## src/rtl/morse_pkg.sv

```systemverilog
package morse_pkg;
  typedef enum logic [2:0] {
    S_IDLE,
    S_ON,
    S_OFF,
    S_CGAP,
    S_WGAP
  } seqState_t;

  typedef struct packed {
    logic       accept;
    logic       startOn;
    logic       startGap;
    logic [2:0] gapUnits;
  } seqStrobes_t;
endpackage

```

## src/rtl/morse_rom.sv

```systemverilog
module morse_rom #(
  parameter int CHAR_W    = 8,
  parameter int MAX_ELEMS = 4,
  localparam int LEN_W    = $clog2(MAX_ELEMS + 1)
) (
  input  logic [CHAR_W-1:0]    inChar,
  output logic                 isLetter,
  output logic [LEN_W-1:0]     patLen,
  output logic [MAX_ELEMS-1:0] patMask
);
  localparam logic [CHAR_W-1:0] FIRST = CHAR_W'(8'h41);
  localparam logic [CHAR_W-1:0] LAST  = CHAR_W'(8'h5A);

  logic [CHAR_W-1:0] idx;
  assign idx      = inChar - FIRST;
  assign isLetter = (inChar >= FIRST) && (inChar <= LAST);

  // mask: 1 = dash, first element sits at bit patLen-1
  always_comb begin
    patLen  = '0;
    patMask = '0;
    case (idx)
      0:  begin patLen = 2; patMask = 4'b0001; end
      1:  begin patLen = 4; patMask = 4'b1000; end
      2:  begin patLen = 4; patMask = 4'b1010; end
      3:  begin patLen = 3; patMask = 4'b0100; end
      4:  begin patLen = 1; patMask = 4'b0000; end
      5:  begin patLen = 4; patMask = 4'b0010; end
      6:  begin patLen = 3; patMask = 4'b0110; end
      7:  begin patLen = 4; patMask = 4'b0000; end
      8:  begin patLen = 2; patMask = 4'b0000; end
      9:  begin patLen = 4; patMask = 4'b0111; end
      10: begin patLen = 3; patMask = 4'b0101; end
      11: begin patLen = 4; patMask = 4'b0100; end
      12: begin patLen = 2; patMask = 4'b0011; end
      13: begin patLen = 2; patMask = 4'b0010; end
      14: begin patLen = 3; patMask = 4'b0111; end
      15: begin patLen = 4; patMask = 4'b0110; end
      16: begin patLen = 4; patMask = 4'b1101; end
      17: begin patLen = 3; patMask = 4'b0010; end
      18: begin patLen = 3; patMask = 4'b0000; end
      19: begin patLen = 1; patMask = 4'b0001; end
      20: begin patLen = 3; patMask = 4'b0001; end
      21: begin patLen = 4; patMask = 4'b0001; end
      22: begin patLen = 3; patMask = 4'b0011; end
      23: begin patLen = 4; patMask = 4'b1001; end
      24: begin patLen = 4; patMask = 4'b1011; end
      25: begin patLen = 4; patMask = 4'b1100; end
      default: begin patLen = '0; patMask = '0; end
    endcase
  end
endmodule

```

## src/rtl/morse_ctrl.sv

```systemverilog
module morse_ctrl
  import morse_pkg::*;
(
  input  logic        clk,
  input  logic        rst,
  input  logic        inValid,
  input  logic        inWordGap,
  input  logic        isLetter,
  input  logic        cntDone,
  input  logic        moreElems,
  output seqStrobes_t strobes,
  output logic        inReady,
  output logic        busy
);
  seqState_t state, nextState;

  always_comb begin
    nextState = state;
    strobes   = '0;
    case (state)
      S_IDLE: begin
        if (inValid && inWordGap) begin
          strobes.accept   = 1'b1;
          strobes.startGap = 1'b1;
          strobes.gapUnits = 3'd4;
          nextState        = S_WGAP;
        end else if (inValid && isLetter) begin
          strobes.accept  = 1'b1;
          strobes.startOn = 1'b1;
          nextState       = S_ON;
        end
      end
      S_ON: if (cntDone) begin
        strobes.startGap = 1'b1;
        strobes.gapUnits = 3'd1;
        nextState        = S_OFF;
      end
      S_OFF: if (cntDone) begin
        if (moreElems) begin
          strobes.startOn = 1'b1;
          nextState       = S_ON;
        end else begin
          strobes.startGap = 1'b1;
          strobes.gapUnits = 3'd2;
          nextState        = S_CGAP;
        end
      end
      S_CGAP, S_WGAP: if (cntDone) nextState = S_IDLE;
      default: nextState = S_IDLE;
    endcase
  end

  always_ff @(posedge clk) begin
    if (rst) state <= S_IDLE;
    else     state <= nextState;
  end

  assign inReady = (state == S_IDLE);
  assign busy    = (state != S_IDLE);

  AST_IGNORE_JUNK: assert property (@(posedge clk) disable iff (rst)
    (state == S_IDLE && inValid && !isLetter && !inWordGap) |=> (state == S_IDLE));
endmodule

```

## src/rtl/morse_dp.sv

```systemverilog
module morse_dp
  import morse_pkg::*;
#(
  parameter int UNIT_W    = 24,
  parameter int MAX_ELEMS = 4,
  localparam int LEN_W    = $clog2(MAX_ELEMS + 1),
  localparam int CNT_W    = UNIT_W + 2
) (
  input  logic                 clk,
  input  logic                 rst,
  input  seqStrobes_t          strobes,
  input  logic [UNIT_W-1:0]    unitIn,
  input  logic [LEN_W-1:0]     romLen,
  input  logic [MAX_ELEMS-1:0] romMask,
  output logic                 ledOn,
  output logic                 cntDone,
  output logic                 moreElems
);
  logic [UNIT_W-1:0]    unitReg, unitEff, unitSel;
  logic [MAX_ELEMS-1:0] shReg, aligned;
  logic [LEN_W-1:0]     elemLeft;
  logic [CNT_W-1:0]     cnt, onLoad, gapLoad;
  logic                 dashSel;

  assign unitEff = (unitIn == '0) ? UNIT_W'(1) : unitIn;
  assign unitSel = strobes.accept ? unitEff : unitReg;
  assign aligned = romMask << (LEN_W'(MAX_ELEMS) - romLen);
  assign dashSel = strobes.accept ? aligned[MAX_ELEMS-1] : shReg[MAX_ELEMS-2];

  assign onLoad = dashSel ? (CNT_W'(unitSel) + (CNT_W'(unitSel) << 1)) : CNT_W'(unitSel);

  always_comb begin
    case (strobes.gapUnits)
      3'd2:    gapLoad = CNT_W'(unitSel) << 1;
      3'd4:    gapLoad = CNT_W'(unitSel) << 2;
      default: gapLoad = CNT_W'(unitSel);
    endcase
  end

  always_ff @(posedge clk) begin
    if (rst) begin
      unitReg  <= '0;
      shReg    <= '0;
      elemLeft <= '0;
      cnt      <= '0;
      ledOn    <= 1'b0;
    end else begin
      if (strobes.accept) unitReg <= unitEff;
      if (strobes.startOn) begin
        ledOn <= 1'b1;
        cnt   <= onLoad;
        if (strobes.accept) begin
          shReg    <= aligned;
          elemLeft <= romLen - LEN_W'(1);
        end else begin
          shReg    <= shReg << 1;
          elemLeft <= elemLeft - LEN_W'(1);
        end
      end else if (strobes.startGap) begin
        ledOn <= 1'b0;
        cnt   <= gapLoad;
      end else if (cnt != '0) begin
        cnt <= cnt - CNT_W'(1);
      end
    end
  end

  assign cntDone   = (cnt == CNT_W'(1));
  assign moreElems = (elemLeft != '0);

  AST_LIT_TIMED: assert property (@(posedge clk) disable iff (rst)
    ledOn |-> (cnt != '0));
endmodule

```

## src/rtl/morse_led_seq.sv

```systemverilog
module morse_led_seq
  import morse_pkg::*;
#(
  parameter int CHAR_W    = 8,
  parameter int UNIT_W    = 24,
  parameter int MAX_ELEMS = 4,
  localparam int LEN_W    = $clog2(MAX_ELEMS + 1)
) (
  input  logic              clk,
  input  logic              rst,
  input  logic [CHAR_W-1:0] inChar,
  input  logic              inWordGap,
  input  logic              inValid,
  output logic              inReady,
  input  logic [UNIT_W-1:0] unitCycles,
  output logic              ledOn,
  output logic              busy
);
  seqStrobes_t          strobes;
  logic                 isLetter, cntDone, moreElems;
  logic [LEN_W-1:0]     romLen;
  logic [MAX_ELEMS-1:0] romMask;

  morse_rom #(.CHAR_W(CHAR_W), .MAX_ELEMS(MAX_ELEMS)) uRom (
    .inChar(inChar), .isLetter(isLetter), .patLen(romLen), .patMask(romMask)
  );

  morse_ctrl uCtrl (
    .clk(clk), .rst(rst), .inValid(inValid), .inWordGap(inWordGap),
    .isLetter(isLetter), .cntDone(cntDone), .moreElems(moreElems),
    .strobes(strobes), .inReady(inReady), .busy(busy)
  );

  morse_dp #(.UNIT_W(UNIT_W), .MAX_ELEMS(MAX_ELEMS)) uDp (
    .clk(clk), .rst(rst), .strobes(strobes), .unitIn(unitCycles),
    .romLen(romLen), .romMask(romMask), .ledOn(ledOn),
    .cntDone(cntDone), .moreElems(moreElems)
  );

  AST_LETTER_LIGHTS: assert property (@(posedge clk) disable iff (rst)
    (inValid && inReady && !inWordGap && isLetter) |=> ledOn);
  AST_WORD_DARK: assert property (@(posedge clk) disable iff (rst)
    (inValid && inReady && inWordGap) |=> (busy && !ledOn));
  AST_END_DARK: assert property (@(posedge clk) disable iff (rst)
    $fell(busy) |-> !ledOn);
  AST_HOLD_OFF: assert property (@(posedge clk) disable iff (rst)
    (inValid && inReady && (inWordGap || isLetter)) |=> !inReady);
endmodule

```

## config.mk

```make
export PLATFORM = sky130hd
export DESIGN_NAME = morse_led_seq
export DESIGN_NICKNAME = d
export VERILOG_FILES = /design/src/rtl/morse_pkg.sv /design/src/rtl/morse_rom.sv /design/src/rtl/morse_ctrl.sv /design/src/rtl/morse_dp.sv /design/src/rtl/morse_led_seq.sv
export SDC_FILE = /design/constraint.sdc
export NUM_CORES = 1
export LEC_CHECK = 0
export BUFFER_PORTS_ARGS = -buffer_cell sky130_fd_sc_hd__buf_2
export CORE_MARGIN = 2
export CORE_UTILIZATION = 45
export CTS_CLUSTER_SIZE = 20
export DETAILED_ROUTE_END_ITERATION = 10
export PLACE_DENSITY_LB_ADDON = 0.12
export RECOVER_POWER = 100
export SLEW_MARGIN = 20
export SYNTH_ARGS = -nofsm -noshare
export SYNTH_HDL_FRONTEND = slang
export SYNTH_SLANG_ARGS = --single-unit
```

## constraint.sdc

```tcl
create_clock -name clk -period 9 [get_ports clk]
set_input_delay 0.45 -clock clk [delete_from_list [all_inputs] [get_ports clk]]
set_output_delay 0.45 -clock clk [all_outputs]
set_load 0.01 [all_outputs]
```

; Word-level counts from Yosys, hierarchy flattened
; Memory sizes are Yosys's and may differ from the RTL's.
; Cells that the tools add are included.
[word_totals]
register_bits = 60
rom_bits = 224
inputBits = 36
wordCells = 71
n_memories = 1
[classes]
n_addsub = 6
order_cmp = 2
eq_ne = 11
n_shift = 1
n_mux = 31
reduce_logical = 13
[memory_table]
columns = name, words, width, rd, rd_clocked_by_memory_dff, write_ports, line_no
row1 = (name not given), 32, 7, 1, 0, 0, morse_rom.sv:22  ; case (idx)
[op_table]
columns = op, n
row1 = 26-bit two-way mux, 4
row2 = 26-bit one-hot mux with 2 select lines, 1
row3 = 24-bit two-way mux, 2
row4 = 24-bit by 25-bit adder with 26-bit output, 1
row5 = "26-bit by 1-bit == test with 1-bit output, second input constant", 1
row6 = 26-bit nonzero test, 1
row7 = "26-bit by 1-bit subtractor with 26-bit output, second input constant", 1
row8 = 24-bit zero test, 1
row9 = 3-bit two-way mux, 7
row10 = 4-bit two-way mux, 3
row11 = 3-bit one-hot mux with 4 select lines, 1
row12 = 4-bit one-hot mux with 3 select lines, 1
row13 = "3-bit by 2-bit == test with 1-bit output, second input constant", 3
row14 = 3-bit nonzero test, 3
row15 = "8-bit by 7-bit greater-or-equal comparator with 1-bit output, second input constant", 1
row16 = "8-bit by 7-bit less-or-equal comparator with 1-bit output, second input constant", 1
row17 = "8-bit by 7-bit subtractor with 8-bit output, second input constant", 1
row18 = 1-bit two-way mux, 7
row19 = 7-bit two-way mux, 1
row20 = "3-bit == test, second input constant", 2
row21 = 3-bit zero test, 2
row22 = "2-bit != test, second input constant", 3
row23 = "3-bit by 1-bit subtractor with 3-bit output, second input constant", 2
row24 = 5-bit two-way mux, 1
row25 = other kinds (10), 13

; Logic depth before layout (Yosys ltp)
[depth]
word_depth = 10
depth_mapped = 23
mapped_depth_nobuf = 21

; Modules after synthesis
; From an unflattened synthesis, not the netlist that was laid out.
[hier_totals]
hier_cells = 826
hier_area_um2 = 6293.5
[modules_own_cells]
columns = mod, n_inst, cells_per_inst, area_per_inst_um2, seq_area_each_um2
row1 = morse_dp, 1, 701, 5345.1, 1141.1
row2 = morse_rom, 1, 100, 745.7, 0.0
row3 = morse_ctrl, 1, 25, 202.7, 60.1

; Least setup slack after synthesis
; Ideal clock, no wire load.
[synth_path]
path_kind = input -> register
from = in inChar[0]
to = reg uDp.cnt[24]
setup_ns = 0.063
t_arrival_ns = 5.099
required_ns = 8.937
path_slack_ns = 3.838
stages = 23
n_path_buf = 5
cell_sequence = clkbuf_1 -> inv_1 -> ha_1 -> nor3b_1 -> a211oi_4 -> a21oi_4 -> buf_2 -> buf_2 -> buf_4 -> buf_2 -> nand2_1 -> nand2_1 -> ha_1 -> a21oi_1 -> nand2_1 -> a31oi_1 -> o311a_1 -> nor2_1 -> o41a_1 -> o2111ai_1 -> a21boi_1 -> or4_1 -> nand3_1
[synth_between]
elab_chain_len = 10
[synth_rtl]
columns = element, line_no
row1 = from (decl), morse_led_seq.sv:11  ; input logic [CHAR_W-1:0] inChar,
row2 = 8-bit by 7-bit greater-or-equal comparator with 1-bit output or 8-bit by 7-bit less-or-equal comparator with 1-bit output (tied branches), morse_rom.sv:16  ; assign isLetter = (inChar >= FIRST) && (inChar <= LAST);
row3 = 1-bit logical AND (*), morse_rom.sv:16
row4 = 1-bit logical AND (*), morse_ctrl.sv:27  ; end else if (inValid && isLetter) begin
row5 = 2-bit two-way mux (*), morse_ctrl.sv:27
row6 = 1-bit two-way mux (*), morse_ctrl.sv:22  ; if (inValid && inWordGap) begin
row7 = 1-bit two-way mux (*), morse_ctrl.sv:20  ; case (state)
row8 = 24-bit two-way mux (*), morse_dp.sv:26  ; assign unitSel = strobes.accept ? unitEff : unitReg;
row9 = via uDp.unitSel[3], morse_dp.sv:19  ; logic [UNIT_W-1:0] unitReg, unitEff, unitSel;
row10 = 24-bit by 25-bit adder with 26-bit output (*), morse_dp.sv:30  ; assign onLoad = dashSel ? (CNT_W'(unitSel) + (CNT_W'(unitSel) << 1)) : CNT_W'(unitSel);
row11 = 26-bit two-way mux (*), morse_dp.sv:30
row12 = 26-bit two-way mux (*), morse_dp.sv:49  ; if (strobes.startOn) begin
row13 = to (signal assigned), morse_dp.sv:51  ; cnt <= onLoad;
row14 = to (signal assigned), morse_dp.sv:61  ; cnt <= gapLoad;
row15 = to (signal assigned), morse_dp.sv:63  ; cnt <= cnt - CNT_W'(1);
row16 = to (decl), morse_dp.sv:22  ; logic [CNT_W-1:0] cnt, onLoad, gapLoad;
; Mark *: on every way through the listed nets, which the timed path passes. The rest lies on a longest branch.
; A chain may end at the register's enable or synchronous reset.

; Final worst setup path
[layout_path]
from = in inChar[0]
to = reg uDp.cnt[24]
[layout_between]
elab_chain_len = 10
[layout_rtl]
columns = element
row1 = branches (longest 10 deep; another with 8-bit by 7-bit subtractor with 8-bit output)
; Parallel ways; which one is timed is not known.

==> results.cfg <==
[layout]
finish.utilization_pct = 49.5
drive_above_1_share_pct = 8.76
multi_input_area_sq_um = 4420
n_fill_cell = 1302
seq_area_sq_um = 1200
syn_to_final_growth_pct = 8.32
fin_nets = 897
antenna_cells = 0

[cts]
clock-sinks = 60
clk_transition_reported_paths_ns = 0.06
root_buffer = clkbuf_16
post_cts_buffers = 0
postCtsHoldBufs = 0
ctsResizeCount = 0
max-clock-path-buffers = 2
htree_levels = 3
cts_buffers = 9
cts_tree = done
clk_latency_ns = 0.34

[sta]
setup_viol = 0
worst_pin_slew_ns = 1.71
drv_slew = 35
fin_crit_sh_pct = 72.6
fmax_mhz = 153
fin_skew_ns = 0.00684
grt_setup_unrepaired = no
tns_ns = 0
period_needed_ns = 6.53
slew_headroom_pct = -13.8
hold_viol_final = 0

[synthesis]
synthDistinctLibCells = 79
yosys_warnings = 0
synth_area_leaders = dfxtp_1 (20%), ha_1 (6.4%), nor2_1 (5.7%), mux2i_1 (5.1%), a21oi_1 (5.1%)
synth-seq-cells = 60
synth.yosys.seq_area_share_pct = 19.9
synth_most_common_cell = nor2_1
yosysTopAreaCell = dfxtp_1
synthCells = 816
syn_avg_cell_area_sq_um = 7.39
mappedNetlistArea_sq_um = 6030
synth.top_cell.area_share_pct = 19.9
synth.area.mux_share_pct = 6.45
syn_nets = 884
synth_xor_area_share_pct = 7.55
synthAdderAreaFrac_pct = 6.93
synth_top_family_by_area = compound AO/OA/AOI/OAI gates
ys_async_sr_fraction_pct = 0
synthTopCellsByCount = nor2_1 (91), a21oi_1 (61), nand2_1 (61), dfxtp_1 (60), inv_1 (44)
synthFlopType = dfxtp_1
yosys.area_share.simple_pct = 24.1
synth_edf_count = 0
synth-compound-area-share_pct = 28.8

[run_status]
violations = capacitance limit, slew limit
status = complete, but fails checks

[setup_path]
cp_top_family = buffers and inverters
cp_slowest_cell = clkbuf_1
crit_type = input port to flip-flop
crit_path_end_kind = flip-flop
cp_cell_sequence = clkbuf_1 > inv_1 > ha_1 > nor3b_1 > xnor2_1 > o311ai_0 > or2_2 > ha_1 > mux4_2 > o21ai_0 > clkbuf_1 > nand2_1 > or4_1 > nand3_1
path_max_fanout = 34
critPathArrivalTime_ns = 6.82
critPathBufInv = 3
required_ns = 9.28
max_stage_delay_ns = 1.26
worstSetupStartpointType = input port

[power_and_ir_drop]
p_leak_nw = 2.81
p_total_mw = 1.22
ir_drop_mv = 0.0877
power_density_nw_per_um2 = 186

[route]
vias = 6434
wirelength_mm = 20.0
wire_per_inst_um = 19.8
detail-route-antenna-nets = 0
drc = 0
first_iter_violations = 685
dr.pass1.iters = 5
via_per_inst = 6.38

[hold_path]
hold_path_class = input port to flip-flop

[grt]
track_usage_pct = 28.2
grt_first_pass_wirelength_mm = 32.3
grt_max_degree = 43
grt_overflow = 0
grt_pass1_vias = 6069
antenna_found_initial = 0

[placement]
io_buffer_count = 38
place_congestion = 0.907
dp_hpwl_mm = 14.5

[floorplanning]
initial_core_util_pct = 45.7
rows = 42
die_area_sq_um = 14300
die_h_um = 120
io_pins = 39
die_w_um = 120
core_region_area_sq_um = 13200

[run]
maxCapViolCount = 1
==> kinds of logic (layout without fill, tap and decap cells) <==
kind of cell / after synthesis / in the layout
buffers and inverters: 91 / 108
AO/OA/AOI/OAI: 255 / 255
AND/OR/NAND/NOR: 289 / 289
multiplexers: 36 / 36
adder cells (fa/ha/maj): 33 / 33
flip-flops: 60 / 60
XOR/XNOR: 52 / 52
==> cell type report <==
class                           count  share of cell area, %
Clock buffer                       13                   3.83
Clock inverter                      2                  0.536
Tap cell                          176                   3.37
Sequential cell                    60                   18.4
Inverter                           47                   2.70
Multi-Input combinational cell    665                   67.6
Timing Repair Buffer               46                   3.62
==> worst reg2reg max path, cell delays in order (launching register included) <==
cell and delay (ns):
dfxtp_1 0.38, nor3_1 0.40, inv_1 0.17, a211oi_1 0.72, a21oi_4 0.17, mux2i_1 0.48
inv_1 0.18, ha_1 0.36, a21oi_1 0.16, nand2_1 0.15, a31oi_1 0.21, o311a_1 0.29
nor2_1 0.07, o41a_1 0.47, o2111ai_1 0.48, and4_1 0.25, o21ai_0 0.07, a221oi_1 0.33
==> state kept, by name, indices dropped and copies added (netlist names) <==
signal	cells
uCtrl.state	3
uDp.elemLeft	3
uDp.cnt	26
uDp.unitReg	24
uDp.ledOn	1
uDp.shReg	3
==> power by group <==
group / switching [mW] / internal (mW) / total, mW
logic: 0.310 / 0.204 / 0.514
registers: 0.0436 / 0.310 / 0.353
clock network: 0.129 / 0.220 / 0.349
==> layout by cell type, fill, tap and decap left out, types with 5 or more instances in the layout <==
master / Yosys / routed
nor3_1: 19 / 20
mux2i_1: 31 / 31
dfxtp_1: 60 / 60
buf_2: 10 / 36
nand4_1: 7 / 7
nor2b_1: 11 / 11
nand2b_1: 5 / 5
and3_1: 7 / 7
ha_1: 31 / 31
a22oi_1: 15 / 15
a21o_1: 9 / 9
o211ai_1: 18 / 18
o221ai_1: 8 / 8
or2_2: 6 / 6
inv_1: 44 / 45
buf_4: 6 / 5
o21ai_0: 41 / 48
a221oi_1: 14 / 14
o21a_1: 5 / 5
a211oi_1: 15 / 16
o31ai_1: 5 / 5
a21oi_1: 61 / 60
xor2_1: 21 / 21
clkbuf_16: 0 / 9
nand3b_1: 7 / 7
nand2_1: 61 / 62
nor3b_1: 7 / 7
a31oi_1: 8 / 8
o21ai_1: 11 / 5
xnor2_1: 31 / 31
nand3_1: 21 / 21
or3_1: 9 / 9
nor2_1: 91 / 91
clkbuf_1: 28 / 8
nor4_1: 14 / 14
o22ai_1: 6 / 6
==> layer usage <==
layer,routed length (um),global-route usage (%),vias up
met5,0,0,-
met4,667,12.3,0
met3,1460,4.47,52
met2,8310,41.3,301
met1,9560,40.8,3034
li1,-,-,3047
==> stage by stage <==
stage               hold WS [ns]  instance area, sq um  cells  worst slack (ns)
detailed placement         0.447                  6320    994              3.24
CTS                        0.441                  6600   1009              3.58
finish                     0.448                  6540   1009              2.47
floorplan                  0.432                  6030    816              3.84
global route               0.477                  6540   1009              1.92
global placement           0.442                  6320    994              3.46
==> worst paths after layout <==
check	from	end	slack (ns)	depth (start not counted)
setup / recovery	inChar[0]	uDp.cnt[24]	2.47	14
hold / removal	unitCycles[19]	uDp.unitReg[19]	0.45	3
setup reg to reg	uCtrl.state[2]	uDp.cnt[20]	3.55	17
hold reg to reg	uDp.shReg[0]	uDp.shReg[0]	0.45	2
(Power assumes the default switching activity.)
